--- src/rtl/hostlink_pkg.sv ---
package hostlink_pkg;
  localparam logic [7:0] SOF_BYTE = 8'h55;
  localparam logic [7:0] ACK_BYTE = 8'h00;

  typedef enum logic [1:0] {RX_HUNT, RX_LEN, RX_BODY} rxfrm_e;
  typedef enum logic [1:0] {TX_IDLE, TX_HDR, TX_BODY, TX_DRAIN} txfrm_e;

  // nearer of the two permitted bit times
  function automatic logic pick_fast(input int width, input int slow, input int fast);
    return (2 * width) < (slow + fast);
  endfunction

  // length byte to payload count, zero meaning the full 256
  function automatic logic [8:0] payload_len(input logic [7:0] lb);
    return (lb == 8'h00) ? 9'd256 : {1'b0, lb};
  endfunction

  // logical state to pin level under a polarity select
  function automatic logic pin_level(input logic active, input logic act_low);
    return active ^ act_low;
  endfunction
endpackage

--- src/rtl/hl_autobaud.sv ---
module hl_autobaud #(
  parameter int BIT_SLOW = 96,
  parameter int BIT_FAST = 12
) (
  input  logic clk,
  input  logic rst_n,
  input  logic rx_s,
  output logic locked,
  output logic fast,
  output logic lock_pulse
);
  import hostlink_pkg::*;
  localparam int CW = $clog2(9 * BIT_SLOW + 1);
  localparam logic [CW-1:0] SKIP_S  = CW'(8 * BIT_SLOW + BIT_SLOW / 2 - 1);
  localparam logic [CW-1:0] SKIP_F  = CW'(8 * BIT_FAST + BIT_FAST / 2 - 1);
  localparam logic [CW-1:0] MEASMAX = CW'(2 * BIT_SLOW);
  localparam logic [CW-1:0] GLITCH  = CW'(BIT_FAST / 2);

  typedef enum logic [2:0] {AB_ARM, AB_WAIT, AB_MEAS, AB_SKIP, AB_DONE} ab_e;
  ab_e st;
  logic [CW-1:0] cnt;
  logic fast_q;
  logic [CW-1:0] skip_end;

  assign skip_end = fast_q ? SKIP_F : SKIP_S;

  always_ff @(posedge clk or negedge rst_n) begin
    if (!rst_n) begin
      st <= AB_ARM;
      cnt <= '0;
      fast_q <= 1'b0;
      lock_pulse <= 1'b0;
    end else begin
      lock_pulse <= 1'b0;
      unique case (st)
        AB_ARM: if (rx_s) st <= AB_WAIT;
        AB_WAIT: if (!rx_s) begin
          st <= AB_MEAS;
          cnt <= CW'(1);
        end
        AB_MEAS: begin
          if (rx_s) begin
            if (cnt < GLITCH) begin
              st <= AB_WAIT;
            end else begin
              fast_q <= pick_fast(32'(cnt), BIT_SLOW, BIT_FAST);
              st <= AB_SKIP;
              cnt <= '0;
            end
          end else if (cnt == MEASMAX) begin
            st <= AB_ARM;
          end else begin
            cnt <= cnt + 1'b1;
          end
        end
        AB_SKIP: begin
          if (cnt == skip_end) begin
            st <= AB_DONE;
            lock_pulse <= 1'b1;
          end else begin
            cnt <= cnt + 1'b1;
          end
        end
        default: st <= AB_DONE;
      endcase
    end
  end

  assign locked = (st == AB_DONE);
  assign fast = fast_q;
endmodule

--- src/rtl/hl_uart_rx.sv ---
module hl_uart_rx #(
  parameter int BIT_SLOW = 96,
  parameter int BIT_FAST = 12
) (
  input  logic       clk,
  input  logic       rst_n,
  input  logic       en,
  input  logic       fast,
  input  logic       rx_s,
  output logic       byte_stb,
  output logic [7:0] byte_q
);
  localparam int CW = $clog2(BIT_SLOW + 1);
  typedef enum logic [1:0] {S_IDLE, S_START, S_DATA, S_STOP} rxs_e;
  rxs_e st;
  logic [CW-1:0] cnt, per, half;
  logic [2:0] nbit;
  logic [7:0] sh;

  assign per  = fast ? CW'(BIT_FAST) : CW'(BIT_SLOW);
  assign half = per >> 1;

  always_ff @(posedge clk or negedge rst_n) begin
    if (!rst_n) begin
      st <= S_IDLE;
      cnt <= '0;
      nbit <= '0;
      sh <= '0;
      byte_stb <= 1'b0;
    end else begin
      byte_stb <= 1'b0;
      unique case (st)
        S_IDLE: if (en && !rx_s) begin
          st <= S_START;
          cnt <= '0;
        end
        S_START: begin
          if (cnt == half - 1'b1) begin
            st <= rx_s ? S_IDLE : S_DATA;
            cnt <= '0;
            nbit <= '0;
          end else begin
            cnt <= cnt + 1'b1;
          end
        end
        S_DATA: begin
          if (cnt == per - 1'b1) begin
            cnt <= '0;
            sh <= {rx_s, sh[7:1]};
            if (nbit == 3'd7) st <= S_STOP;
            else nbit <= nbit + 1'b1;
          end else begin
            cnt <= cnt + 1'b1;
          end
        end
        default: begin
          if (cnt == per - 1'b1) begin
            byte_stb <= rx_s;
            st <= S_IDLE;
            cnt <= '0;
          end else begin
            cnt <= cnt + 1'b1;
          end
        end
      endcase
    end
  end

  assign byte_q = sh;
endmodule

--- src/rtl/hl_uart_tx.sv ---
module hl_uart_tx #(
  parameter int BIT_SLOW = 96,
  parameter int BIT_FAST = 12
) (
  input  logic       clk,
  input  logic       rst_n,
  input  logic       fast,
  input  logic       stop2,
  input  logic       cts_ok,
  input  logic       go,
  input  logic [7:0] din,
  output logic       rdy,
  output logic       idle,
  output logic       txd
);
  localparam int CW = $clog2(BIT_SLOW + 1);
  logic busy;
  logic [10:0] sh;
  logic [3:0] left;
  logic [CW-1:0] cnt, per;

  assign per  = fast ? CW'(BIT_FAST) : CW'(BIT_SLOW);
  assign idle = !busy;
  assign rdy  = !busy && cts_ok;

  always_ff @(posedge clk or negedge rst_n) begin
    if (!rst_n) begin
      busy <= 1'b0;
      sh <= '1;
      left <= '0;
      cnt <= '0;
      txd <= 1'b1;
    end else if (!busy) begin
      if (go && rdy) begin
        sh <= {2'b11, din, 1'b0};
        left <= stop2 ? 4'd11 : 4'd10;
        cnt <= '0;
        busy <= 1'b1;
        txd <= 1'b0;
      end
    end else if (cnt == per - 1'b1) begin
      cnt <= '0;
      sh <= {1'b1, sh[10:1]};
      left <= left - 1'b1;
      if (left == 4'd1) begin
        busy <= 1'b0;
        txd <= 1'b1;
      end else begin
        txd <= sh[1];
      end
    end else begin
      cnt <= cnt + 1'b1;
    end
  end
endmodule

--- src/rtl/hl_rx_fifo.sv ---
module hl_rx_fifo #(
  parameter int DEPTH = 4,
  parameter int W = 9
) (
  input  logic                   clk,
  input  logic                   rst_n,
  input  logic                   push,
  input  logic [W-1:0]           wdata,
  input  logic                   pop,
  output logic [W-1:0]           rdata,
  output logic                   empty,
  output logic [$clog2(DEPTH):0] occ
);
  localparam int AW = (DEPTH > 1) ? $clog2(DEPTH) : 1;
  localparam logic [AW:0] FULLCNT = (AW + 1)'(DEPTH);
  localparam logic [AW-1:0] LASTPTR = AW'(DEPTH - 1);

  logic [W-1:0] mem [DEPTH];
  logic [AW-1:0] wp, rp;
  logic [AW:0] cnt;
  logic do_push, do_pop;

  assign do_push = push && (cnt != FULLCNT);
  assign do_pop  = pop && (cnt != '0);

  always_ff @(posedge clk) begin
    if (do_push) mem[wp] <= wdata;
  end

  always_ff @(posedge clk or negedge rst_n) begin
    if (!rst_n) begin
      wp <= '0;
      rp <= '0;
      cnt <= '0;
    end else begin
      if (do_push) wp <= (wp == LASTPTR) ? '0 : wp + 1'b1;
      if (do_pop)  rp <= (rp == LASTPTR) ? '0 : rp + 1'b1;
      cnt <= cnt + (do_push ? 1'b1 : 1'b0) - (do_pop ? 1'b1 : 1'b0);
    end
  end

  assign rdata = mem[rp];
  assign empty = (cnt == '0);
  assign occ   = cnt;
endmodule

--- src/rtl/hostlink_uart.sv ---
module hostlink_uart #(
  parameter int BIT_SLOW   = 96,
  parameter int BIT_FAST   = 12,
  parameter int FIFO_DEPTH = 4,
  parameter int GAP_W      = 16
) (
  input  logic             clk,
  input  logic             rst_n,
  input  logic             cfg_stop2,
  input  logic             cfg_rts_low,
  input  logic             cfg_cts_low,
  input  logic [GAP_W-1:0] cfg_gap_limit,
  input  logic             uart_rx,
  output logic             uart_tx,
  output logic             uart_rts,
  input  logic             uart_cts,
  output logic [7:0]       rxd_data,
  output logic             rxd_last,
  output logic             rxd_valid,
  input  logic             rxd_ready,
  output logic             frm_err,
  output logic             baud_locked,
  output logic             baud_fast,
  input  logic             tx_start,
  input  logic [7:0]       tx_len,
  output logic             tx_busy,
  input  logic [7:0]       rsp_data,
  input  logic             rsp_valid,
  output logic             rsp_ready
);
  import hostlink_pkg::*;
  localparam int OW = $clog2(FIFO_DEPTH) + 1;
  localparam logic [OW-1:0] RTS_LIMIT = OW'(FIFO_DEPTH - 1);

  // input synchronizers
  logic [1:0] rx_sync, cts_sync;
  always_ff @(posedge clk or negedge rst_n) begin
    if (!rst_n) begin
      rx_sync <= 2'b11;
      cts_sync <= 2'b00;
    end else begin
      rx_sync <= {rx_sync[0], uart_rx};
      cts_sync <= {cts_sync[0], uart_cts};
    end
  end
  logic rx_s, cts_ok;
  assign rx_s = rx_sync[1];
  assign cts_ok = pin_level(cts_sync[1], cfg_cts_low);

  // rate detection and byte receiver
  logic ab_lock;
  logic rx_stb;
  logic [7:0] rx_byte;

  hl_autobaud #(.BIT_SLOW(BIT_SLOW), .BIT_FAST(BIT_FAST)) u_ab (
    .clk(clk), .rst_n(rst_n), .rx_s(rx_s),
    .locked(baud_locked), .fast(baud_fast), .lock_pulse(ab_lock)
  );

  hl_uart_rx #(.BIT_SLOW(BIT_SLOW), .BIT_FAST(BIT_FAST)) u_rx (
    .clk(clk), .rst_n(rst_n), .en(baud_locked), .fast(baud_fast), .rx_s(rx_s),
    .byte_stb(rx_stb), .byte_q(rx_byte)
  );

  // receive framer
  rxfrm_e rx_st;
  logic [8:0] remain;
  logic [GAP_W-1:0] gap;
  logic gap_hit, in_frame, fifo_push;

  assign gap_hit  = (cfg_gap_limit != '0) && (gap == cfg_gap_limit);
  assign in_frame = (rx_st != RX_HUNT);
  assign fifo_push = (rx_st == RX_BODY) && rx_stb;

  always_ff @(posedge clk or negedge rst_n) begin
    if (!rst_n) begin
      rx_st <= RX_HUNT;
      remain <= '0;
      gap <= '0;
      frm_err <= 1'b0;
    end else begin
      frm_err <= 1'b0;
      unique case (rx_st)
        RX_HUNT: begin
          gap <= '0;
          if (ab_lock || (rx_stb && rx_byte == SOF_BYTE)) rx_st <= RX_LEN;
        end
        RX_LEN: begin
          if (rx_stb) begin
            remain <= payload_len(rx_byte);
            gap <= '0;
            rx_st <= RX_BODY;
          end else if (gap_hit) begin
            frm_err <= 1'b1;
            rx_st <= RX_HUNT;
          end else begin
            gap <= gap + 1'b1;
          end
        end
        RX_BODY: begin
          if (rx_stb) begin
            remain <= remain - 1'b1;
            gap <= '0;
            if (remain == 9'd1) rx_st <= RX_HUNT;
          end else if (gap_hit) begin
            frm_err <= 1'b1;
            rx_st <= RX_HUNT;
          end else begin
            gap <= gap + 1'b1;
          end
        end
        default: rx_st <= RX_HUNT;
      endcase
    end
  end

  // receive buffer and back-pressure
  logic [8:0] fifo_out;
  logic fifo_empty;
  logic [OW-1:0] rx_occ;

  hl_rx_fifo #(.DEPTH(FIFO_DEPTH), .W(9)) u_fifo (
    .clk(clk), .rst_n(rst_n),
    .push(fifo_push), .wdata({remain == 9'd1, rx_byte}),
    .pop(rxd_valid && rxd_ready), .rdata(fifo_out),
    .empty(fifo_empty), .occ(rx_occ)
  );

  assign rxd_valid = !fifo_empty;
  assign rxd_data  = fifo_out[7:0];
  assign rxd_last  = fifo_out[8];
  assign uart_rts  = pin_level(rx_occ < RTS_LIMIT, cfg_rts_low);

  // response framer
  txfrm_e tx_st;
  logic [7:0] tx_left;
  logic ser_rdy, ser_idle, tx_launch;
  logic [7:0] ser_din;

  always_comb begin
    tx_launch = 1'b0;
    rsp_ready = 1'b0;
    ser_din = rsp_data;
    unique case (tx_st)
      TX_HDR: begin
        tx_launch = ser_rdy;
        ser_din = (tx_left == 8'd0) ? ACK_BYTE : tx_left;
      end
      TX_BODY: begin
        tx_launch = ser_rdy && rsp_valid;
        rsp_ready = tx_launch;
      end
      default: ;
    endcase
  end

  always_ff @(posedge clk or negedge rst_n) begin
    if (!rst_n) begin
      tx_st <= TX_IDLE;
      tx_left <= '0;
    end else begin
      unique case (tx_st)
        TX_IDLE: if (tx_start) begin
          tx_left <= tx_len;
          tx_st <= TX_HDR;
        end
        TX_HDR: if (tx_launch) tx_st <= (tx_left == 8'd0) ? TX_DRAIN : TX_BODY;
        TX_BODY: if (tx_launch) begin
          tx_left <= tx_left - 1'b1;
          if (tx_left == 8'd1) tx_st <= TX_DRAIN;
        end
        default: if (ser_idle) tx_st <= TX_IDLE;
      endcase
    end
  end

  assign tx_busy = (tx_st != TX_IDLE);

  hl_uart_tx #(.BIT_SLOW(BIT_SLOW), .BIT_FAST(BIT_FAST)) u_tx (
    .clk(clk), .rst_n(rst_n), .fast(baud_fast), .stop2(cfg_stop2),
    .cts_ok(cts_ok), .go(tx_launch), .din(ser_din),
    .rdy(ser_rdy), .idle(ser_idle), .txd(uart_tx)
  );
endmodule

--- config.mk ---
export PLATFORM = sky130hd
export DESIGN_NAME = hostlink_uart
export DESIGN_NICKNAME = d
export VERILOG_FILES = /design/src/rtl/hostlink_pkg.sv /design/src/rtl/hl_autobaud.sv /design/src/rtl/hl_uart_rx.sv /design/src/rtl/hl_uart_tx.sv /design/src/rtl/hl_rx_fifo.sv /design/src/rtl/hostlink_uart.sv
export SDC_FILE = /design/constraint.sdc
export NUM_CORES = 1
export LEC_CHECK = 0
export ABC_AREA = 0
export CORE_ASPECT_RATIO = 2
export CORE_MARGIN = 2
export CORE_UTILIZATION = 43
export DETAILED_ROUTE_END_ITERATION = 7
export PLACE_DENSITY = 0.68
export SYNTH_ARGS = -nofsm -noshare
export SYNTH_HDL_FRONTEND = slang
export SYNTH_HIERARCHICAL = 1
export SYNTH_SLANG_ARGS = --single-unit
--- constraint.sdc ---
create_clock -name clk -period 2.9 [get_ports clk]
set_input_delay 0.725 -clock clk [delete_from_list [all_inputs] [get_ports clk]]
set_output_delay 0.725 -clock clk [all_outputs]
set_load 0.03 [all_outputs]
* Word-level counts from Yosys, hierarchy flattened *
Memories as Yosys holds them, arrays and structs flattened.
Cells that the tools add are included.

operators by class
  add/subtract/negate cells = 14
  magnitude comparators = 3
  bitwise gates (word level) = 3
  equal/unequal tests = 47
  reductions and logical operators = 45
  multiplexer cells = 88

operators by type and width
  kind                     number
  $mux W10                 6
  $mux W7                  7
  $mux W2                  19
  $mux W11                 3
  $mux W16                 2
  $mux W8                  4
  $pmux W16 S2             1
  $pmux W10 S3             1
  $mux W9                  3
  $mux W3                  8
  $mux W1                  22
  $eq A7 B7 Y1             3
  $ne A2 B1 Y1 const B     9
  $pmux W2 S3              3
  $pmux W9 S2              1
  $add A16 B1 Y16 const B  1
  $eq A16 B16 Y1           1
  $logic_not A8 Y1         2
  $ne A2 B2 Y1 const B     8
  $pmux W8 S2              1
  $reduce_bool A16 Y1      1
  $reduce_and A5 Y1        3
  $add A7 B1 Y7 const B    2
  $pmux W7 S2              1
  45 further kinds         88

storage, ports and cells
  output and inout port bits = 17
  memory bits (writable) = 36
  register bits = 109
  memories = 1
  logic and storage cells = 226
  input port bits = 42

memory list
  memory      words  bits a word  rd ports  clocked after memory_dff  write ports  line              text
  u_fifo.mem  4      9            1         0                         1            hl_rx_fifo.sv:18  logic [W-1:0] mem [DEPTH];

* Longest topological paths before layout *
Gate-level depths: netlist of the first run.

  depth in word-level cells = 7
  gate-level depth with buffers = 11
  mapped depth without buffers = 11

* Cells and area by module *
Netlist of the first run, hierarchy kept.

modules (own cells, without submodules)
  module         area each (um^2)  sequential area each (um^2)  cells an instance  times used
  hostlink_uart  2974.1            1053.5                       346                1
  hl_rx_fifo     1770.4            1256.2                       90                 1
  hl_uart_tx     1126.1            536.8                        112                1
  hl_uart_rx     1108.6            525.5                        101                1
  hl_autobaud    929.6             375.4                        101                1

* Least setup slack after synthesis of the first run *
Ideal clock, no wire load.

  path kind = input to register
  start = in cfg_gap_limit[14]
  end = reg gap[7]
  stages = 7
  path slack = 0.572 ns
  data required time = 2.771 ns
  path buffers = 1
  library setup time = 0.129 ns
  arrival time = 2.199 ns
  path through = xor2_1 -> nor4_1 -> nand2_1 -> or4_4 -> buf_6 -> a32oi_1 -> o31ai_1

on the way
  longest elaborated chain between the ends = 4
  elaborated cells between the ends (all ways) = 5
  classes of those cells = eq/ne (2); reduce/logical (3)

ends and longest elaborated chain
  element                                                line                  text
  from (decl)                                            hostlink_uart.sv:12   input logic [GAP_W-1:0] cfg_gap_limit,
  $eq A16 B16 Y1 or $reduce_bool A16 Y1 (tied branches)  hostlink_uart.sv:71   assign gap_hit = (cfg_gap_limit != '0) && (gap == cfg_gap_limit);
  $logic_and A1 B1 Y1 *                                  hostlink_uart.sv:71
  $ne A3 B2 Y1 (no source line) *                        --
  $reduce_and A2 Y1 (no source line) *                   --
  to (signal assigned)                                   hostlink_uart.sv:97   gap <= gap + 1'b1;
  to (signal assigned)                                   hostlink_uart.sv:109  gap <= gap + 1'b1;
  to (decl)                                              hostlink_uart.sv:68   logic [GAP_W-1:0] gap;

Mark *: on every way between the ends. The rest lies on a longest branch, timed or not.
A chain may end at the register's enable or synchronous reset.

* Worst setup path in the final report of the first run *
  start = reg u_fifo.rp[0]
  end = out rxd_data[6]

on the way
  longest elaborated chain between the ends = 1

ends and longest elaborated chain
  element                 line                 text
  from (decl)             hl_rx_fifo.sv:19     logic [AW-1:0] wp, rp;
  from (signal assigned)  hl_rx_fifo.sv:37     if (do_pop) rp <= (rp == LASTPTR) ? '0 : rp + 1'b1;
  $mem_v2 Z4 W9           --
  to (decl)               hostlink_uart.sv:17  output logic [7:0] rxd_data,

No other way between the ends.

==> results of run 1 <==
## layout make-up
class	count	area (um2)
Timing Repair Buffer	83	788
Fill cell	1649	8740
Tap cell	216	270
Clock inverter	14	124
Sequential cell	142	3750
Clock buffer	18	439
Multi-Input combinational cell	538	3860
Inverter	41	154
## worst register-to-register path: stages, from the launching register on
cell and delay, ps:
sky130_fd_sc_hd__dfrtp_1 410, sky130_fd_sc_hd__inv_1 90, sky130_fd_sc_hd__ha_1 170, sky130_fd_sc_hd__and2_1 300, sky130_fd_sc_hd__nand2_1 100, sky130_fd_sc_hd__ha_1 300
sky130_fd_sc_hd__inv_1 50, sky130_fd_sc_hd__ha_1 120, sky130_fd_sc_hd__inv_1 40, sky130_fd_sc_hd__fa_1 370, sky130_fd_sc_hd__xnor2_1 140, sky130_fd_sc_hd__xnor2_1 130
## metal layers
| metal | global-route usage | up-vias | share of wire |
|---|---|---|---|
| met5 | 0 | - | 0 |
| met4 | 0.0954 | 0 | 0.029 |
| met3 | 0.0246 | 35 | 0.021 |
| met2 | 0.374 | 90 | 0.58 |
| met1 | 0.197 | 2975 | 0.37 |
| li1 | - | 2936 | - |
## kinds of logic (layout without fill, tap and decap cells)
| group | Yosys count | after routing | synth area share |
|---|---|---|---|
| flops | 142 | 142 | 0.474 |
| mux | 36 | 36 | 0.0633 |
| buf+inv | 70 | 156 | 0.0378 |
| compound gates | 174 | 174 | 0.158 |
| xor+xnor | 24 | 24 | 0.0266 |
| simple gates | 275 | 275 | 0.194 |
| fa+ha+maj | 29 | 29 | 0.0468 |
## placed cells by master (no fill, tap or decap), drive strengths merged, types with 6 or more instances in the layout
cell | synthesis | final
edfxtp | 36 | 36
nor3 | 20 | 20
mux2 | 19 | 19
o211ai | 10 | 10
dfstp | 11 | 11
nor2 | 53 | 53
nand2 | 62 | 62
nor4 | 15 | 15
a21oi | 31 | 31
clkdlybuf4s50 | 0 | 56
inv | 41 | 48
nand3 | 37 | 37
o21ai | 40 | 40
a31oi | 13 | 13
clkbuf | 21 | 18
buf | 8 | 27
or3 | 8 | 8
xor2 | 19 | 19
o31ai | 11 | 11
mux2i | 8 | 8
dfrtp | 95 | 95
mux4 | 9 | 9
o22ai | 15 | 15
and4 | 6 | 6
nand2b | 12 | 12
and3 | 8 | 8
nor2b | 11 | 11
ha | 28 | 28
## where the power goes
group / switching, mW / total, mW / internal (mW)
Clock: 0.933 / 2.08 / 1.15
Sequential: 0.436 / 2.82 / 2.38
Combinational: 0.900 / 1.76 / 0.862
Total: 2.27 / 6.66 / 4.39
## sequential cells by signal (all words and copies together) (netlist names), 2 cells and up
register     flops
u_tx/left        4
u_fifo/mem      36
gap             16
u_tx/cnt         7
u_rx/nbit        3
u_tx/sh          8
u_rx/cnt         7
u_rx/byte_q      8
u_ab/cnt        10
rx_st            2
rx_sync          2
u_fifo/wp        2
cts_sync         2
u_ab/st          3
remain           9
u_fifo/rp        2
u_rx/st          2
tx_st            2
tx_left          8
u_fifo/occ       3
## metrics by stage
step                      setup WS [ps]  total power, mW  utilization  cell area [um2]  hold slack (ps)
after floorplan                     572             4.07            -             7910              331
after global placement            -4.29             4.58        0.487             8820              333
after detailed placement          -4.15             4.63        0.487             8820              336
after CTS                          16.0             6.72        0.518             9390              321
after global routing               10.0             7.05        0.518             9390              343
final                              59.9             6.66        0.518             9390              303
## final timing paths
| check | startpoint | end | cells after the start |
|---|---|---|---|
| max reg2reg | rx_st[0] | u_fifo/occ[2] | 11 |
| min in group clk | cts_sync[0] | cts_sync[1] | 0 |
| max in group asynchronous | rst_n | rx_sync[0] | 2 |
| min reg2reg | cts_sync[0] | cts_sync[1] | 0 |
| max | u_fifo/rp[0] | rxd_data[6] | 3 |
| min | rst_n | u_tx/left[2] | 1 |
==> impl_table.tex, run 1 <==
\begin{tabular}{lr}
\hline
Metric & Value \\
\hline
\multicolumn{2}{l}{\textbf{STA}} \\
Max Clock Freq & 352 MHz \\
Worst Tran Pin Value & 761 ps \\
Max-slew violation count & 0 \\
Total negative setup slack & 0 ps \\
Period minus WS final & 2840 ps \\
Number of setup violations in the final report & 0 \\
Number of failing hold endpoints at the final stage & 0 \\
RSZ-0062 raised after global routing & false \\
Rel. slew slack & 0.491 \\
Final worst path period share & 0.979 \\
Setup clock skew after layout & $\sim$11 ps \\
\multicolumn{2}{l}{\textbf{Cells and area}} \\
\# nets final & between 800 and 900 \\
Share of cells above drive strength 1 & 0.164 \\
Area grow syn2layout & 18.7\% \\
Post-route insts no fill & 1,052 \\
Antenna Cells & 0 \\
\multicolumn{2}{l}{\textbf{Run status}} \\
Status & finished, final reports clean \\
\multicolumn{2}{l}{\textbf{CTS}} \\
Post-CTS setup repair buffer count & 0 \\
Number of buffers inserted by hold repair at cts & 0 \\
H-tree levels & 4 \\
Post-CTS clock slew at the launch and capture registers of the worst setup and hold paths & 70 ps \\
CTS tree & done \\
Number of gates resized after cts & 0 \\
Insertion delay to the later sink of the worst-skew pair & 430 ps \\
Clock root buffer & sky130\_fd\_sc\_hd\_\_clkbuf\_16 \\
CTS max path bufs & 2 \\
Cts bufs inserted & 17 \\
Number of clock sinks & around 140 \\
\multicolumn{2}{l}{\textbf{Place}} \\
Count of buffers from port buffering & just under 60 \\
Detailed Place HPWL & around 13 mm \\
Number of cells after detailed placement & 1,020 \\
GP Congestion & approximately 0.85 \\
\multicolumn{2}{l}{\textbf{Floorplanning}} \\
Number of rows created at floorplan & 70 \\
Number of primary I/O pins & 59 \\
Vertical die dimension & 196 um \\
Die Outline Area & $\sim$20,000 um2 \\
Area inside the core boundary & around 18,000 um2 \\
Horizontal extent of the die & 99.9 um \\
Initial core utilization & 0.436 \\
\multicolumn{2}{l}{\textbf{Yosys}} \\
Part of the Yosys area used for sequential elements & 0.474 \\
Syn avg cell area & 10.5 um2 \\
Most frequent cells after synthesis & 95 x sky130\_fd\_sc\_hd\_\_dfrtp\_1, 62 x sky130\_fd\_sc\_hd\_\_nand2\_1, 52 x sky130\_fd\_sc\_hd\_\_nor2\_1 \\
Unique cell type count in the Yosys netlist & 94 \\
Synth Register Bits & around 140 \\
Most used DFF post-synth & sky130\_fd\_sc\_hd\_\_dfrtp\_1 \\
Post-synthesis net count & 821 \\
Yosys warnings & 6 \\
Top cells by area in the synthesized netlist & sky130\_fd\_sc\_hd\_\_dfrtp\_1 30\%, sky130\_fd\_sc\_hd\_\_edfxtp\_1 14\%, sky130\_fd\_sc\_hd\_\_ha\_1 4.4\%, sky130\_fd\_sc\_hd\_\_dfstp\_2 3.7\%, sky130\_fd\_sc\_hd\_\_nand2\_1 2.9\% \\
Most frequent cell after synthesis & sky130\_fd\_sc\_hd\_\_dfrtp\_1 \\
Mapped Cells & 750 \\
Syn Std Cell Area & 7910 um2 \\
Most area-hungry cell type in the Yosys netlist & sky130\_fd\_sc\_hd\_\_dfrtp\_1 \\
Share of synthesized flip-flops with an asynchronous set or reset & 0.746 \\
Number of enable flip-flop cells after synthesis & 36 \\
Portion of synthesized cell area occupied by the leading cell type & 0.301 \\
\multicolumn{2}{l}{\textbf{Global route}} \\
GRT Total Usage & 0.193 \\
Via count of the first global-routing pass & 6,279 \\
Remaining global-route overflow & 0 \\
Largest net degree at the start of global routing & 45 \\
Wire length of the first global-routing pass & 30.2 mm \\
Antenna violations before repair & 0 \\
\multicolumn{2}{l}{\textbf{Drt}} \\
Detail Route Antenna Nets & 0 \\
Number of vias in the routed layout & between 6,000 and 7,000 \\
Number of vias per cell after detailed routing & between 5 and 6 \\
Number of detailed-routing iterations run before antenna repair & 5 \\
Final routed wire length divided by cell count & 17.1 um \\
Detailed-route wire length & 18.0 mm \\
Initial drt markers & 214 \\
Number of remaining DRC errors & 0 \\
\multicolumn{2}{l}{\textbf{Run}} \\
Max-cap violation count & 0 \\
\multicolumn{2}{l}{\textbf{Setup path}} \\
Worst Setup Path Type & reg -> out \\
Largest incremental delay on the critical path & 610 ps \\
Crit path max fanout & 12 \\
Crit path launch type & flip-flop \\
CP bufs+invs & 2 \\
CP Cell Sequence & buf\_12 -> mux4\_2 -> clkdlybuf4s50\_1 \\
Sort of element at the end of the critical path & primary output \\
Worst path slowest cell & sky130\_fd\_sc\_hd\_\_clkdlybuf4s50\_1 \\
Largest delay share family, worst path & buffers and inverters \\
Setup slack, reg-to-reg & 550 ps \\
Crit path DAT & 2120 ps \\
Required time at the worst-slack endpoint & between 2000 and 2500 ps \\
\multicolumn{2}{l}{\textbf{Power}} \\
Reported leakage power & 3.74 nW \\
Largest voltage drop on the vdd net & between 0.0003 and 0.0004 V \\
Power per Cell Area & 709 nW/um2 \\
\multicolumn{2}{l}{\textbf{Hold path}} \\
Type of the most critical hold path & in -> async \\
\hline
\end{tabular}
Power figures use the tool's default switching activity.
==> run 2: changes to the inputs <==
--- a/config.mk
+++ b/config.mk
@@ -10,7 +10,6 @@
 export CORE_MARGIN = 2
 export CORE_UTILIZATION = 43
 export DETAILED_ROUTE_END_ITERATION = 7
-export PLACE_DENSITY = 0.68
 export SYNTH_ARGS = -nofsm -noshare
 export SYNTH_HDL_FRONTEND = slang
 export SYNTH_HIERARCHICAL = 1
==> run 2 against run 1 <==
- maximum frequency is 0.54% higher
- non-clock buffer count is 2 lower
- clock power is 14% higher
- hold slack worse by 130 ps
- worst setup slack better by 15 ps
- via count is 2.3% higher
- final cell count is 0.19% lower
- sequential share of layout area is 0.30 points lower
- sequential cell count stayed put
- register-to-register slack worse by 20 ps
- combinational power hardly changed
- highest routed layer unchanged
==> impl_table.tex, run 2 (same netlist as run 1, synthesis figures left out) <==
\begin{tabular}{lr}
\hline
Metric & Value \\
\hline
\multicolumn{2}{l}{\textbf{Run status}} \\
Status & finished, final reports clean \\
\multicolumn{2}{l}{\textbf{STA}} \\
Worst Tran Pin Value & 749 ps (-12.0 ps) \\
Max Clock Freq & 354 MHz (+0.54\%) \\
Setup clock skew after layout & 9.45 ps (-1.05 ps) \\
Total negative setup slack & 0 ps (unchanged) \\
RSZ-0062 raised after global routing & false \\
Final worst path period share & 0.974 (-0.00525) \\
Max-slew violation count & 0 (unchanged) \\
Period minus WS final & 2820 ps (-15.2 ps) \\
Number of setup violations in the final report & 0 (unchanged) \\
Number of failing hold endpoints at the final stage & 0 (unchanged) \\
Rel. slew slack & 0.496 (+0.00584) \\
Least setup slack across all paths after layout & 75.1 ps (+15.2 ps) \\
Worst Hold Margin & 173 ps (-130 ps) \\
\multicolumn{2}{l}{\textbf{Setup path}} \\
Required time at the worst-slack endpoint & 2170 ps (about the same) \\
CP Cell Sequence & clkdlybuf4s50\_1 -> xor2\_1 -> nor2b\_1 -> and3\_1 -> buf\_4 \\
Crit path launch type & primary input \\
Worst Setup Path Type & in -> out \\
Worst path slowest cell & sky130\_fd\_sc\_hd\_\_clkdlybuf4s50\_1 \\
CP bufs+invs & 2 (unchanged) \\
Largest incremental delay on the critical path & 480 ps (-130 ps) \\
Sort of element at the end of the critical path & primary output \\
Crit path DAT & 2100 ps (-20 ps) \\
Crit path max fanout & 3 (-9) \\
Largest delay share family, worst path & buffers and inverters \\
\multicolumn{2}{l}{\textbf{Cells and area}} \\
Most frequent standard cell in the layout excluding fill and tap cells & sky130\_fd\_sc\_hd\_\_dfrtp\_1 \\
\# nets final & 892 (-0.22\%) \\
Share of the core filled with cells & 0.522 (+0.00393) \\
Registers with the most flip-flops & u\_fifo/mem (36), gap (16), u\_ab/cnt (10) \\
Antenna Cells & 0 (unchanged) \\
Total area of multi-input combinational cells & 3870 um2 (+0.13\%) \\
Most flops, register & u\_fifo/mem \\
Area taken by flip-flops and latches & 3750 um2 (unchanged) \\
Post-route insts no fill & 1,050 (-0.19\%) \\
Total non-filler cell area in the finished layout & 9460 um2 (+0.76\%) \\
Fill count & 1,593 (-3.4\%) \\
Area grow syn2layout & 19.6\% \\
Largest register FFs & 36 (unchanged) \\
Commonest cells after routing, fill and taps aside & 95 x sky130\_fd\_sc\_hd\_\_dfrtp\_1, 62 x sky130\_fd\_sc\_hd\_\_nand2\_1, 56 x sky130\_fd\_sc\_hd\_\_clkdlybuf4s50\_1 \\
Share of cells above drive strength 1 & 0.163 (-0.000806) \\
\multicolumn{2}{l}{\textbf{Place}} \\
Count of buffers from port buffering & 58 (unchanged) \\
Post-placement worst setup slack & -55.5 ps (-51.3 ps) \\
GP Congestion & 0.901 (+6.3\%) \\
Post-detailed-placement cell area & 8810 um2 (-0.17\%) \\
Detailed Place HPWL & 13.6 mm (+3.1\%) \\
Number of cells after detailed placement & 1,018 (-0.20\%) \\
\multicolumn{2}{l}{\textbf{Drt}} \\
Number of detailed-routing iterations run before antenna repair & 5 (unchanged) \\
Final routed wire length divided by cell count & 17.5 um (+2.5\%) \\
Detailed-route wire length & 18.4 mm (+2.3\%) \\
Detail Route Antenna Nets & 0 (unchanged) \\
Number of vias in the routed layout & 6,172 (+2.3\%) \\
Number of remaining DRC errors & 0 (unchanged) \\
Number of vias per cell after detailed routing & 5.88 (+2.4\%) \\
Initial drt markers & 207 (-3.3\%) \\
\multicolumn{2}{l}{\textbf{CTS}} \\
Number of clock sinks & 142 (unchanged) \\
CTS tree & done \\
Post-CTS clock slew at the launch and capture registers of the worst setup and hold paths & 70 ps (about the same) \\
Insertion delay to the later sink of the worst-skew pair & 430 ps (about the same) \\
Clock root buffer & sky130\_fd\_sc\_hd\_\_clkbuf\_16 \\
CTS max path bufs & 2 (unchanged) \\
Number of buffers inserted by hold repair at cts & 0 (unchanged) \\
H-tree levels & 4 (unchanged) \\
Cts bufs inserted & 17 (unchanged) \\
\multicolumn{2}{l}{\textbf{Floorplanning}} \\
Horizontal extent of the die & 99.9 um (unchanged) \\
Die Outline Area & 19,600 um2 (unchanged) \\
Initial core utilization & 0.436 (unchanged) \\
Number of primary I/O pins & 59 (unchanged) \\
Area inside the core boundary & 18,100 um2 (unchanged) \\
Number of rows created at floorplan & 70 (unchanged) \\
Vertical die dimension & 196 um (unchanged) \\
\multicolumn{2}{l}{\textbf{Power}} \\
Largest voltage drop on the vdd net & 0.000532 V (+59\%) \\
Design Power & 6.94 mW (+4.2\%) \\
Reported leakage power & 3.77 nW (+0.77\%) \\
Power per Cell Area & 734 nW/um2 (+3.5\%) \\
\multicolumn{2}{l}{\textbf{Global route}} \\
Largest net degree at the start of global routing & 44 (-2.2\%) \\
GRT Total Usage & 0.199 (+0.00633) \\
Met2 track utilization from global routing & 0.382 (+0.00876) \\
Met1 Resource Use GR & 0.204 (+0.00677) \\
Remaining global-route overflow & 0 (unchanged) \\
Grt met3 use & 0.0363 (+0.0118) \\
Antenna violations before repair & 0 (unchanged) \\
Via count of the first global-routing pass & 6,399 (+1.9\%) \\
Wire length of the first global-routing pass & 31.0 mm (+2.8\%) \\
Top Usage Layer GRT & met2 \\
\multicolumn{2}{l}{\textbf{Hold path}} \\
Type of the most critical hold path & in -> async \\
\multicolumn{2}{l}{\textbf{Run}} \\
Max-cap violation count & 0 (unchanged) \\
\hline
\end{tabular}
## run 2: changes by cell type in the layout (fill, tap and decap cells not counted), sizes merged
cell | before | now
buf | 27 | 25
bufinv | 0 | 3
clkbuf | 18 | 17
clkinv | 5 | 4
clkinvlp | 2 | 1
## run 2: layout make-up
cell class,count,area share
clock buffers,17,0.0450
clock inverters,15,0.0232
inverters,41,0.0163
multi-input cells,538,0.409
flip-flops and latches,142,0.396
well taps,216,0.0286
repair buffers,81,0.0818
## run 2: per-layer routing
layer	part of all wire	vias up
li1	-	2941
met1	0.37	3053
met2	0.57	140
met3	0.027	38
met4	0.032	0
met5	0	-
## run 2: repair_timing
item,in CTS,in global routing
setup endpoints to repair,1,0
endpoints found under the hold margin,0,0
gates resized for setup,1,0
buffers inserted,0,0
## run 2: final timing paths
| kind | from | slack [ps] | cells after the start | to |
|---|---|---|---|---|
| worst max-delay path | cfg_cts_low | 80 | 5 | rsp_ready |
| worst min-delay path | rst_n | 170 | 1 | u_tx/cnt[0] |
| worst max register to register | u_fifo/occ[1] | 530 | 9 | u_fifo/occ[2] |
| worst min register to register | cts_sync[0] | 350 | 0 | cts_sync[1] |
| max in group asynchronous | rst_n | 2070 | 2 | u_tx/sh[6] |
| min in group clk | cts_sync[0] | 350 | 0 | cts_sync[1] |
## run 2: report_power, final
group          internal (mW)  switching (mW)
Sequential              2.38           0.425
Clock                   1.40           0.966
Combinational          0.860           0.909
Total                   4.64            2.30
==> run 3: changes to the inputs <==
--- a/config.mk
+++ b/config.mk
@@ -6,6 +6,7 @@
 export NUM_CORES = 1
 export LEC_CHECK = 0
 export ABC_AREA = 0
+export CAP_MARGIN = 40
 export CORE_ASPECT_RATIO = 2
 export CORE_MARGIN = 2
 export CORE_UTILIZATION = 43
==> results of run 3 <==
No change in the layout: final DEF, timing and power equal those of run 2.
